===== src/rtl/adc_pkg.sv =====
package adc_pkg;

  typedef enum logic [1:0] {
    ST_IDLE,
    ST_SAMPLE,
    ST_TRIAL
  } seq_state_t;

  localparam logic [2:0] A_CTL  = 3'd0;
  localparam logic [2:0] A_TRG  = 3'd1;
  localparam logic [2:0] A_RESH = 3'd2;
  localparam logic [2:0] A_RESL = 3'd3;
  localparam logic [2:0] A_CFG  = 3'd4;

  // divide code to ratio minus one
  function automatic logic [2:0] div_limit(input logic [1:0] code);
    return 3'((1 << code) - 1);
  endfunction

  // resolution code to bit count
  function automatic int unsigned res_bits(input logic [1:0] mode);
    case (mode)
      2'b01:   return 12;
      2'b10:   return 10;
      default: return 8;
    endcase
  endfunction

  function automatic int unsigned samp_len(input logic lng, input int unsigned short_len,
                                           input int unsigned long_len);
    return lng ? long_len : short_len;
  endfunction

endpackage


===== src/rtl/adc_clkdiv.sv =====
module adc_clkdiv
  import adc_pkg::*;
(
  input  logic       clk,
  input  logic       rst_n,
  input  logic [1:0] clk_sel,
  input  logic [1:0] div_code,
  input  logic [2:0] alt_tick,
  input  logic       restart,
  output logic       conv_tick
);
  logic [2:0] cnt;
  logic       src;
  logic [2:0] lim;

  assign src = (clk_sel == 2'b00) ? 1'b1 : alt_tick[clk_sel - 2'd1];
  assign lim = div_limit(div_code);
  assign conv_tick = src && (cnt == lim) && !restart;

  always_ff @(posedge clk or negedge rst_n) begin
    if (!rst_n)       cnt <= '0;
    else if (restart) cnt <= '0;
    else if (src)     cnt <= (cnt == lim) ? 3'd0 : cnt + 3'd1;
  end
endmodule


===== src/rtl/adc_seq.sv =====
module adc_seq
  import adc_pkg::*;
#(
  parameter int RES_W      = 12,
  parameter int SHORT_SAMP = 4,
  parameter int LONG_SAMP  = 24
) (
  input  logic             clk,
  input  logic             rst_n,
  input  logic             start,
  input  logic             abort,
  input  logic             tick,
  input  logic             long_smp,
  input  logic             cont,
  input  logic [1:0]       mode,
  input  logic             cmp_in,
  output logic             busy,
  output logic             done,
  output logic [RES_W-1:0] dac_code,
  output logic [RES_W-1:0] result
);
  localparam int SAMP_W = $clog2(LONG_SAMP + 1);
  localparam int BI_W   = $clog2(RES_W);

  seq_state_t       state;
  logic [SAMP_W-1:0] scnt;
  logic [BI_W-1:0]   bidx;
  logic [RES_W-1:0]  acc;
  logic [RES_W-1:0]  trial;
  logic [RES_W-1:0]  keep;
  logic              samp_end;

  assign trial    = acc | (RES_W'(1) << bidx);
  assign keep     = cmp_in ? trial : acc;
  assign dac_code = (state == ST_TRIAL) ? trial : '0;
  assign samp_end = (scnt == SAMP_W'(samp_len(long_smp, SHORT_SAMP, LONG_SAMP) - 1));
  assign busy     = (state != ST_IDLE);
  assign done     = (state == ST_TRIAL) && tick && (bidx == '0) && !start && !abort;
  assign result   = keep;

  always_ff @(posedge clk or negedge rst_n) begin
    if (!rst_n) begin
      state <= ST_IDLE;
      scnt  <= '0;
      bidx  <= '0;
      acc   <= '0;
    end else if (start) begin
      state <= ST_SAMPLE;
      scnt  <= '0;
      acc   <= '0;
    end else if (abort) begin
      state <= ST_IDLE;
    end else if (tick) begin
      case (state)
        ST_SAMPLE: begin
          if (samp_end) begin
            state <= ST_TRIAL;
            bidx  <= BI_W'(res_bits(mode) - 1);
            acc   <= '0;
          end else begin
            scnt <= scnt + 1'b1;
          end
        end
        ST_TRIAL: begin
          acc <= keep;
          if (bidx == '0) begin
            state <= cont ? ST_SAMPLE : ST_IDLE;
            scnt  <= '0;
          end else begin
            bidx <= bidx - 1'b1;
          end
        end
        default: ;
      endcase
    end
  end
endmodule


===== src/rtl/adc_result.sv =====
module adc_result #(
  parameter int RES_W = 12
) (
  input  logic             clk,
  input  logic             rst_n,
  input  logic             done,
  input  logic [RES_W-1:0] din,
  input  logic             rd_hi,
  input  logic             rd_lo,
  input  logic             ctl_wr,
  output logic [RES_W-1:0] res_q,
  output logic             coco,
  output logic             lock
);
  logic [RES_W-1:0] shadow;
  logic             pend;

  always_ff @(posedge clk or negedge rst_n) begin
    if (!rst_n) begin
      res_q  <= '0;
      shadow <= '0;
      pend   <= 1'b0;
      lock   <= 1'b0;
      coco   <= 1'b0;
    end else begin
      if (rd_hi) lock <= 1'b1;
      if (rd_lo && lock) begin
        lock <= 1'b0;
        pend <= 1'b0;
        if (pend && !done) res_q <= shadow;
      end
      if (done) begin
        if (lock && !rd_lo) begin
          shadow <= din;
          pend   <= 1'b1;
        end else begin
          res_q <= din;
        end
      end
      if (done)                           coco <= 1'b1;
      else if (ctl_wr || (rd_lo && !pend)) coco <= 1'b0;
    end
  end
endmodule


===== src/rtl/adc_ctrl.sv =====
module adc_ctrl
  import adc_pkg::*;
#(
  parameter int RES_W      = 12,
  parameter int CH_W       = 5,
  parameter int SHORT_SAMP = 4,
  parameter int LONG_SAMP  = 24
) (
  input  logic             clk,
  input  logic             rst_n,
  input  logic [2:0]       bus_addr,
  input  logic             bus_wr,
  input  logic             bus_rd,
  input  logic [7:0]       bus_wdata,
  output logic [7:0]       bus_rdata,
  input  logic [2:0]       alt_tick,
  input  logic             hw_trig,
  input  logic             cmp_in,
  output logic [RES_W-1:0] dac_code,
  output logic [CH_W-1:0]  chan_sel,
  output logic             low_power,
  output logic             irq
);
  localparam int HI_W = RES_W - 8;

  logic [7:0]       cfg;
  logic             aien, cont;
  logic [CH_W-1:0]  chan;
  logic             trg, cmp_en, cmp_gt;
  logic             hw_prev;

  logic             ctl_wr, rd_hi, rd_lo, hw_rise;
  logic             start_pulse, abort_pulse, conv_tick, conv_done, busy;
  logic [RES_W-1:0] conv_val, res_q;
  logic             coco, lock;

  assign ctl_wr      = bus_wr && (bus_addr == A_CTL);
  assign rd_hi       = bus_rd && (bus_addr == A_RESH);
  assign rd_lo       = bus_rd && (bus_addr == A_RESL);
  assign hw_rise     = hw_trig && !hw_prev;
  assign start_pulse = (ctl_wr && !trg) || (trg && hw_rise);
  assign abort_pulse = ctl_wr && trg;

  always_ff @(posedge clk or negedge rst_n) begin
    if (!rst_n) begin
      cfg     <= '0;
      aien    <= 1'b0;
      cont    <= 1'b0;
      chan    <= '0;
      trg     <= 1'b0;
      cmp_en  <= 1'b0;
      cmp_gt  <= 1'b0;
      hw_prev <= 1'b0;
    end else begin
      hw_prev <= hw_trig;
      if (bus_wr) begin
        case (bus_addr)
          A_CTL: begin
            aien <= bus_wdata[6];
            cont <= bus_wdata[5];
            chan <= bus_wdata[CH_W-1:0];
          end
          A_TRG: begin
            trg    <= bus_wdata[6];
            cmp_en <= bus_wdata[5];
            cmp_gt <= bus_wdata[4];
          end
          A_CFG: cfg <= bus_wdata;
          default: ;
        endcase
      end
    end
  end

  adc_clkdiv u_div (
    .clk       (clk),
    .rst_n     (rst_n),
    .clk_sel   (cfg[1:0]),
    .div_code  (cfg[6:5]),
    .alt_tick  (alt_tick),
    .restart   (start_pulse),
    .conv_tick (conv_tick)
  );

  adc_seq #(
    .RES_W      (RES_W),
    .SHORT_SAMP (SHORT_SAMP),
    .LONG_SAMP  (LONG_SAMP)
  ) u_seq (
    .clk      (clk),
    .rst_n    (rst_n),
    .start    (start_pulse),
    .abort    (abort_pulse),
    .tick     (conv_tick),
    .long_smp (cfg[4]),
    .cont     (cont),
    .mode     (cfg[3:2]),
    .cmp_in   (cmp_in),
    .busy     (busy),
    .done     (conv_done),
    .dac_code (dac_code),
    .result   (conv_val)
  );

  adc_result #(.RES_W(RES_W)) u_res (
    .clk    (clk),
    .rst_n  (rst_n),
    .done   (conv_done),
    .din    (conv_val),
    .rd_hi  (rd_hi),
    .rd_lo  (rd_lo),
    .ctl_wr (ctl_wr),
    .res_q  (res_q),
    .coco   (coco),
    .lock   (lock)
  );

  always_comb begin
    case (bus_addr)
      A_CTL:   bus_rdata = {coco, aien, cont, chan};
      A_TRG:   bus_rdata = {busy, trg, cmp_en, cmp_gt, 4'b0000};
      A_RESH:  bus_rdata = {{(8 - HI_W){1'b0}}, res_q[RES_W-1:8]};
      A_RESL:  bus_rdata = res_q[7:0];
      A_CFG:   bus_rdata = cfg;
      default: bus_rdata = 8'h00;
    endcase
  end

  assign chan_sel  = chan;
  assign low_power = cfg[7];
  assign irq       = coco && aien;
endmodule


===== config.mk =====
export PLATFORM = sky130hd
export DESIGN_NAME = adc_ctrl
export DESIGN_NICKNAME = d
export VERILOG_FILES = /design/src/rtl/adc_pkg.sv /design/src/rtl/adc_clkdiv.sv /design/src/rtl/adc_seq.sv /design/src/rtl/adc_result.sv /design/src/rtl/adc_ctrl.sv
export SDC_FILE = /design/constraint.sdc
export NUM_CORES = 1
export LEC_CHECK = 0
export BUFFER_PORTS_ARGS = -buffer_cell sky130_fd_sc_hd__buf_2
export CAP_MARGIN = 5
export CORE_ASPECT_RATIO = 1.25
export CORE_UTILIZATION = 55
export CTS_CLUSTER_DIAMETER = 50
export DETAILED_ROUTE_END_ITERATION = 7
export GPL_TIMING_DRIVEN = 0
export MAX_ROUTING_LAYER = met4
export PLACE_DENSITY = 0.73
export SLEW_MARGIN = 20
export SYNTH_ARGS = -nofsm -noshare
export SYNTH_HDL_FRONTEND = slang
export SYNTH_SLANG_ARGS = --single-unit

===== constraint.sdc =====
create_clock -name clk -period 2.99 [get_ports clk]
set_clock_uncertainty 0.15 [all_clocks]
set_input_delay 0.598 -clock clk [delete_from_list [all_inputs] [get_ports clk]]
set_output_delay 0.598 -clock clk [all_outputs]
set_load 0.01 [all_outputs]

# Yosys cells after proc, flatten, opt, wreduce, memory -nomap -nowiden
# Cells that the tools add are included.
[word_totals]
out_inout_bits = 27
register_bits = 72
inputBits = 20
[classes]
n_reduce_logical = 47
eq_ne = 18
bitwise = 3
order_cmp = 1
muxes = 48
n_addsub = 7
shift = 2
[ops]
columns = ["cell", "count"]
rows = [
  ["12-bit 2-to-1 mux", 10],
  ["8-bit one-hot mux with 5 select lines", 1],
  ["5-bit 2-to-1 mux", 6],
  ["4-bit 2-to-1 mux", 7],
  ["12-bit one-hot mux with 2 select lines", 1],
  ["1-bit logical AND", 18],
  ["12-bit OR", 1],
  ["2-bit nonzero test", 6],
  ["1-bit by 4-bit << shifter with 12-bit output (first input constant)", 1],
  ["1-bit 2-to-1 mux", 10],
  ["2-bit 2-to-1 mux", 5],
  ["5-bit one-hot mux with 2 select lines", 1],
  ["3-bit 2-to-1 mux", 3],
  ["4-bit one-hot mux with 2 select lines", 1],
  ["2-bit AND reduction", 4],
  ["4-bit AND reduction", 2],
  ["4-bit by 1-bit subtractor with 4-bit output (second input constant)", 2],
  ["1-bit logical NOT", 7],
  ["3-bit by 2-bit == test with 1-bit output (second input constant)", 2],
  ["3-bit by 2-bit != test with 1-bit output (second input constant)", 2],
  ["3-bit one-hot mux with 2 select lines", 1],
  ["6-bit AND reduction", 1],
  ["3-bit nonzero test", 2],
  ["5-bit by 1-bit adder with 5-bit output (second input constant)", 1],
  ["other kinds (26)", 31],
]

# Logic depth before layout (Yosys ltp)
[logic_depth]
word_depth = 16
depth_mapped = 12
depth_no_buf = 10

# Modules after synthesis
# From an unflattened synthesis, not the netlist that was laid out.
[unflattened]
cells_unflattened = 422
area_unflattened_um2 = 4400.5
[by_module_without_submodules]
columns = ["mod", "seq_area_each_um2", "cells_per_inst", "area_per_inst_um2", "n_inst"]
rows = [
  ["adc_seq", 575.6, 197, 1651.6, 1],
  ["adc_result", 675.6, 107, 1361.3, 1],
  ["adc_ctrl", 475.5, 89, 1128.6, 1],
  ["adc_clkdiv", 75.1, 29, 259.0, 1],
]

# Worst setup path before layout
# No wires, ideal clock.
[synth_timing]
kind = "reg-to-reg"
startpoint = "register cfg[0]"
endpoint = "register u_seq.bidx[0]"
path_stages_with_launch = 10
n_path_buf = 1
required_time_ns = 2.715
arrival_ns = 2.429
setup_slack_ns = 0.285
setup_ns = 0.125
cell_sequence = "dfrtp_1 inv_1 ha_1 mux2_2 a221oi_2 a21oi_4 and4_1 buf_2 and3_4 mux2_4"
[synth_between]
elab_chain_len = 7
elab_cells_between_ends = 8
[synth_rtl]
columns = ["item", "line_no", "rtl"]
rows = [
  ["from (decl)", "adc_ctrl.sv:26", "logic [7:0] cfg;"],
  ["from (signal assigned)", "adc_ctrl.sv:68", "A_CFG: cfg <= bus_wdata;"],
  ["2-bit by 1-bit subtractor with 2-bit output", "adc_clkdiv.sv:16", "assign src = (clk_sel == 2'b00) ? 1'b1 : alt_tick[clk_sel - 2'd1];"],
  ["1-bit binary-select mux with 2-bit select", "adc_clkdiv.sv:16", ""],
  ["1-bit 2-to-1 mux (implied by the code)", "adc_clkdiv.sv:16", ""],
  ["1-bit 2-to-1 mux (*)", "adc_clkdiv.sv:16", ""],
  ["1-bit logical AND (*) (2 in a row)", "adc_clkdiv.sv:18", "assign conv_tick = src && (cnt == lim) && !restart;"],
  ["6-bit AND reduction (no source line) (*)", "-", ""],
  ["to (signal assigned)", "adc_seq.sv:58", "bidx <= BI_W'(res_bits(mode) - 1);"],
  ["to (signal assigned)", "adc_seq.sv:70", "bidx <= bidx - 1'b1;"],
  ["to (decl)", "adc_seq.sv:27", "logic [BI_W-1:0] bidx;"],
]
# Every way passes the cells marked *; elsewhere a longest branch is shown, timed or not. The select of a mux whose other input is x is not followed.
# A chain may end at the register's enable or synchronous reset.

# Final worst setup path
# Same ends and word-level chain as after synthesis.

==> flow_metrics.tcl <==
set metrics [dict create \
    drive_above_1_share_pct 19.3 \
    routedWlPerCell_um 17.0 \
    firstDrtPassIters 5 \
    gp_congestion 0.882 \
    fmax_ghz 0.342 \
    grt_max_degree 57 \
    drt_wl_total_um 10300 \
    tightest_slew_ps 933 \
    ys_warn_count 0 \
    synthFlopType "dfrtp_1" \
    grt_pass1_vias 3527 \
    synth_largest_area_cell "dfrtp_1" \
    via_per_inst 5.90 \
    ys_types 49 \
    cp.arrival_ps 3020 \
    synth_top_area_share_pct 44.5 \
    port_buffers 43 \
    diodes 0 \
    synth-edff-count 0 \
    hold_class "in2reg" \
    start_util_pct 57.7 \
    netlist_area_mm2 0.00405 \
    ant_nets 0 \
    drc 0 \
    met1_length_um 4530 \
    dieArea_mm2 0.00771 \
    clkSlewWorstSetupHoldPaths_ps 90 \
    fin_hold_ws_ps 219 \
    grt.overflow.total 0 \
    relSlewSlack_pct 37.6 \
    avgSynthCellArea_um2 8.97 \
    crit_type "reg2reg" \
    yosysMostFrequentCell "dfrtp_1" \
    drt_iter0_drc 220 \
    hold_viol 0 \
    setup.worst_path.end_class "register" \
    cts-buffers-inserted 9 \
    start_kind "register" \
    wl_met2_um 4980 \
    dp.cells 585 \
    synth_nets 478 \
    final-setup-viol-count 0 \
    cts_max_path_buffers 2 \
    power_density_mw_per_mm2 654 \
    finalCritPeriodShare_pct 97.7 \
    io_pins 47 \
    fp.dieW_um 78.7 \
    vias 3561 \
    design_area_mm2 0.00468 \
    synth_area_leaders "dfrtp_1 (45%), nand2_1 (6.1%), o21ai_0 (4.9%), a21oi_1 (4.5%), a222oi_1 (3.0%)" \
    final_nets 536 \
    cap_violations 0 \
    cts_max_level 3 \
    drv_slew 0 \
    cp_max_fo 8 \
    fin_cells 604 \
    finalCriticalPeriod_ps 2920 \
    r2r_slack_ps 70 \
    vdd_drop_max_mv 0.378 \
    yosys-top-cells-count "dfrtp_1 (72), nand2_1 (66), o21ai_0 (40)" \
    required_ps 3090 \
    syn_inst 451 \
    wl_met3_um 345 \
    antenna_found_initial 0 \
    rows 34 \
    grt_use_total_pct 29.8 \
    cts_root_buffer "clkbuf_8" \
    startpoint "cfg[0]$_DFFE_PN0P_" \
    endpoint "u_seq.bidx[0]$_DFFE_PN0P_" \
    rr_endpoint "u_seq.bidx[0]$_DFFE_PN0P_" \
    highest_layer "met4" \
    core_area_mm2 0.00702 \
    clk_latency_ps 360 \
    outcome "complete, no violations" \
    ys_seq_area_share_pct 44.5 \
    place_hpwl_um 7390 \
    cts_sinks 72 \
    hold_depth 1 \
    ys_seq_elements 72 \
    async_flop_share_pct 100 \
    grt_pass1_wl_um 17200 \
    r2r_start "cfg[0]$_DFFE_PN0P_" \
    die_y_um 97.9 \
    area_growth_pct 15.5 \
    leakagePower_nw 2.14 \
    postPlaceCellArea_mm2 0.00441 \
    reg2regPathDepth 10 \
    cts_tree "built" \
]
==> where the power goes <==
part           switching [mW]  internal, mW  total [mW]
logic                   0.584         0.385       0.969
registers               0.152          1.11        1.27
clock network           0.419         0.404       0.823
==> layout by cell type (no fill, tap or decap), types with 2 or more instances in the layout <==
cell type  count
dfrtp_1       72
nand2_1       66
buf_2         49
o21ai_0       40
a21oi_1       35
inv_1         31
nor2_1        20
nor2b_1       18
nand3b_1      16
a31oi_1       14
clkbuf_1      12
a222oi_1      12
nand3_1       12
mux2_2        10
mux2i_1       10
clkbuf_8       9
nor3_1         8
ha_1           7
clkbuf_2       6
o21a_1         6
o211ai_1       4
nand2b_1       4
and2_1         3
a22o_1         3
o31ai_1        3
buf_4          3
nor3b_1        2
nand4b_1       2
and3_1         2
nor3_2         2
buf_6          2
o211a_1        2
inv_8          2
inv_6          2
==> cell families after synthesis <==
logic type | Yosys count | synth area share [%]
adders and majority gates | 7 | 2.16
muxes | 21 | 5.63
buffers and inverters | 58 | 5.97
and+or+nand+nor | 165 | 21.6
AOI/OAI and AO/OA | 127 | 19.9
xor gates and xnor gates | 1 | 0.216
DFF | 72 | 44.5
==> registers in the layout, indices dropped and copies added (netlist names), named ones only <==
| register | count |
|---|---|
| cont | 1 |
| aien | 1 |
| u_seq.acc | 12 |
| cfg | 8 |
| u_seq.bidx | 4 |
| chan_sel | 5 |
| cmp_en | 1 |
| u_res.coco | 1 |
| u_res.res_q | 12 |
| u_seq.scnt | 5 |
| u_res.shadow | 12 |
| trg | 1 |
| u_div.cnt | 3 |
| hw_prev | 1 |
| cmp_gt | 1 |
| u_res.lock | 1 |
| u_seq.state | 2 |
==> per-stage QoR <==
stage	util, %	setup WS [ps]	setup TNS [ps]	total power [mW]
after global routing	66.6	-12.6	-12.6	3.25
after detailed placement	62.8	-55.7	-910	2.20
after global placement	62.3	-16.0	-79.1	2.17
after floorplan	-	285	0	1.92
final	66.6	69.8	0	3.06
after CTS	66.3	18.4	0	3.04
==> how the worst min path moves through the flow <==
stage	from	end	slack [ps]
finish	hw_trig	hw_prev$_DFF_PN0_	220
global route	hw_trig	hw_prev$_DFF_PN0_	210
CTS	hw_trig	hw_prev$_DFF_PN0_	210
detailed placement	rst_n	u_res.shadow[9]$_DFFE_PN0P_	340
global placement	aien$_DFFE_PN0N_	aien$_DFFE_PN0N_	330
floorplan	rst_n	async pin	150
==> critical path: stages (launching register included) <==
cell	delay, ps
dfrtp_1	460
inv_1	80
ha_1	350
mux2_2	380
a221oi_4	260
buf_4	200
a21oi_4	70
and4_1	210
buf_2	170
and3_4	210
mux2_4	290
==> metal layers <==
metal,vias to the layer above,track usage [%]
met5,-,-
met4,0,15.1
met3,26,3.08
met2,104,46.4
met1,1714,38.7
li1,1717,-
==> what timing repair did <==
item / 4_1_cts / 5_1_grt
pin swaps: 1 / 0
setup buffers: 1 / 1
hold endpoints to repair: 16 / 0
endpoints found under the setup margin: 32 / 45
resized for setup: 2 / 11
cloned: 0 / 0
hold buffers: 1 / 0
==> cell type report <==
cell class,instances,area [µm²]
plain buffers,27,133
clock buffers,9,124
clock inverters,7,86.3
fillers,582,2340
inverters,31,116
multi-input cells,321,2030
flip-flops and latches,72,1800
well taps,90,113
repair buffers,47,270
No activity file was read; power rests on OpenSTA's default activity.
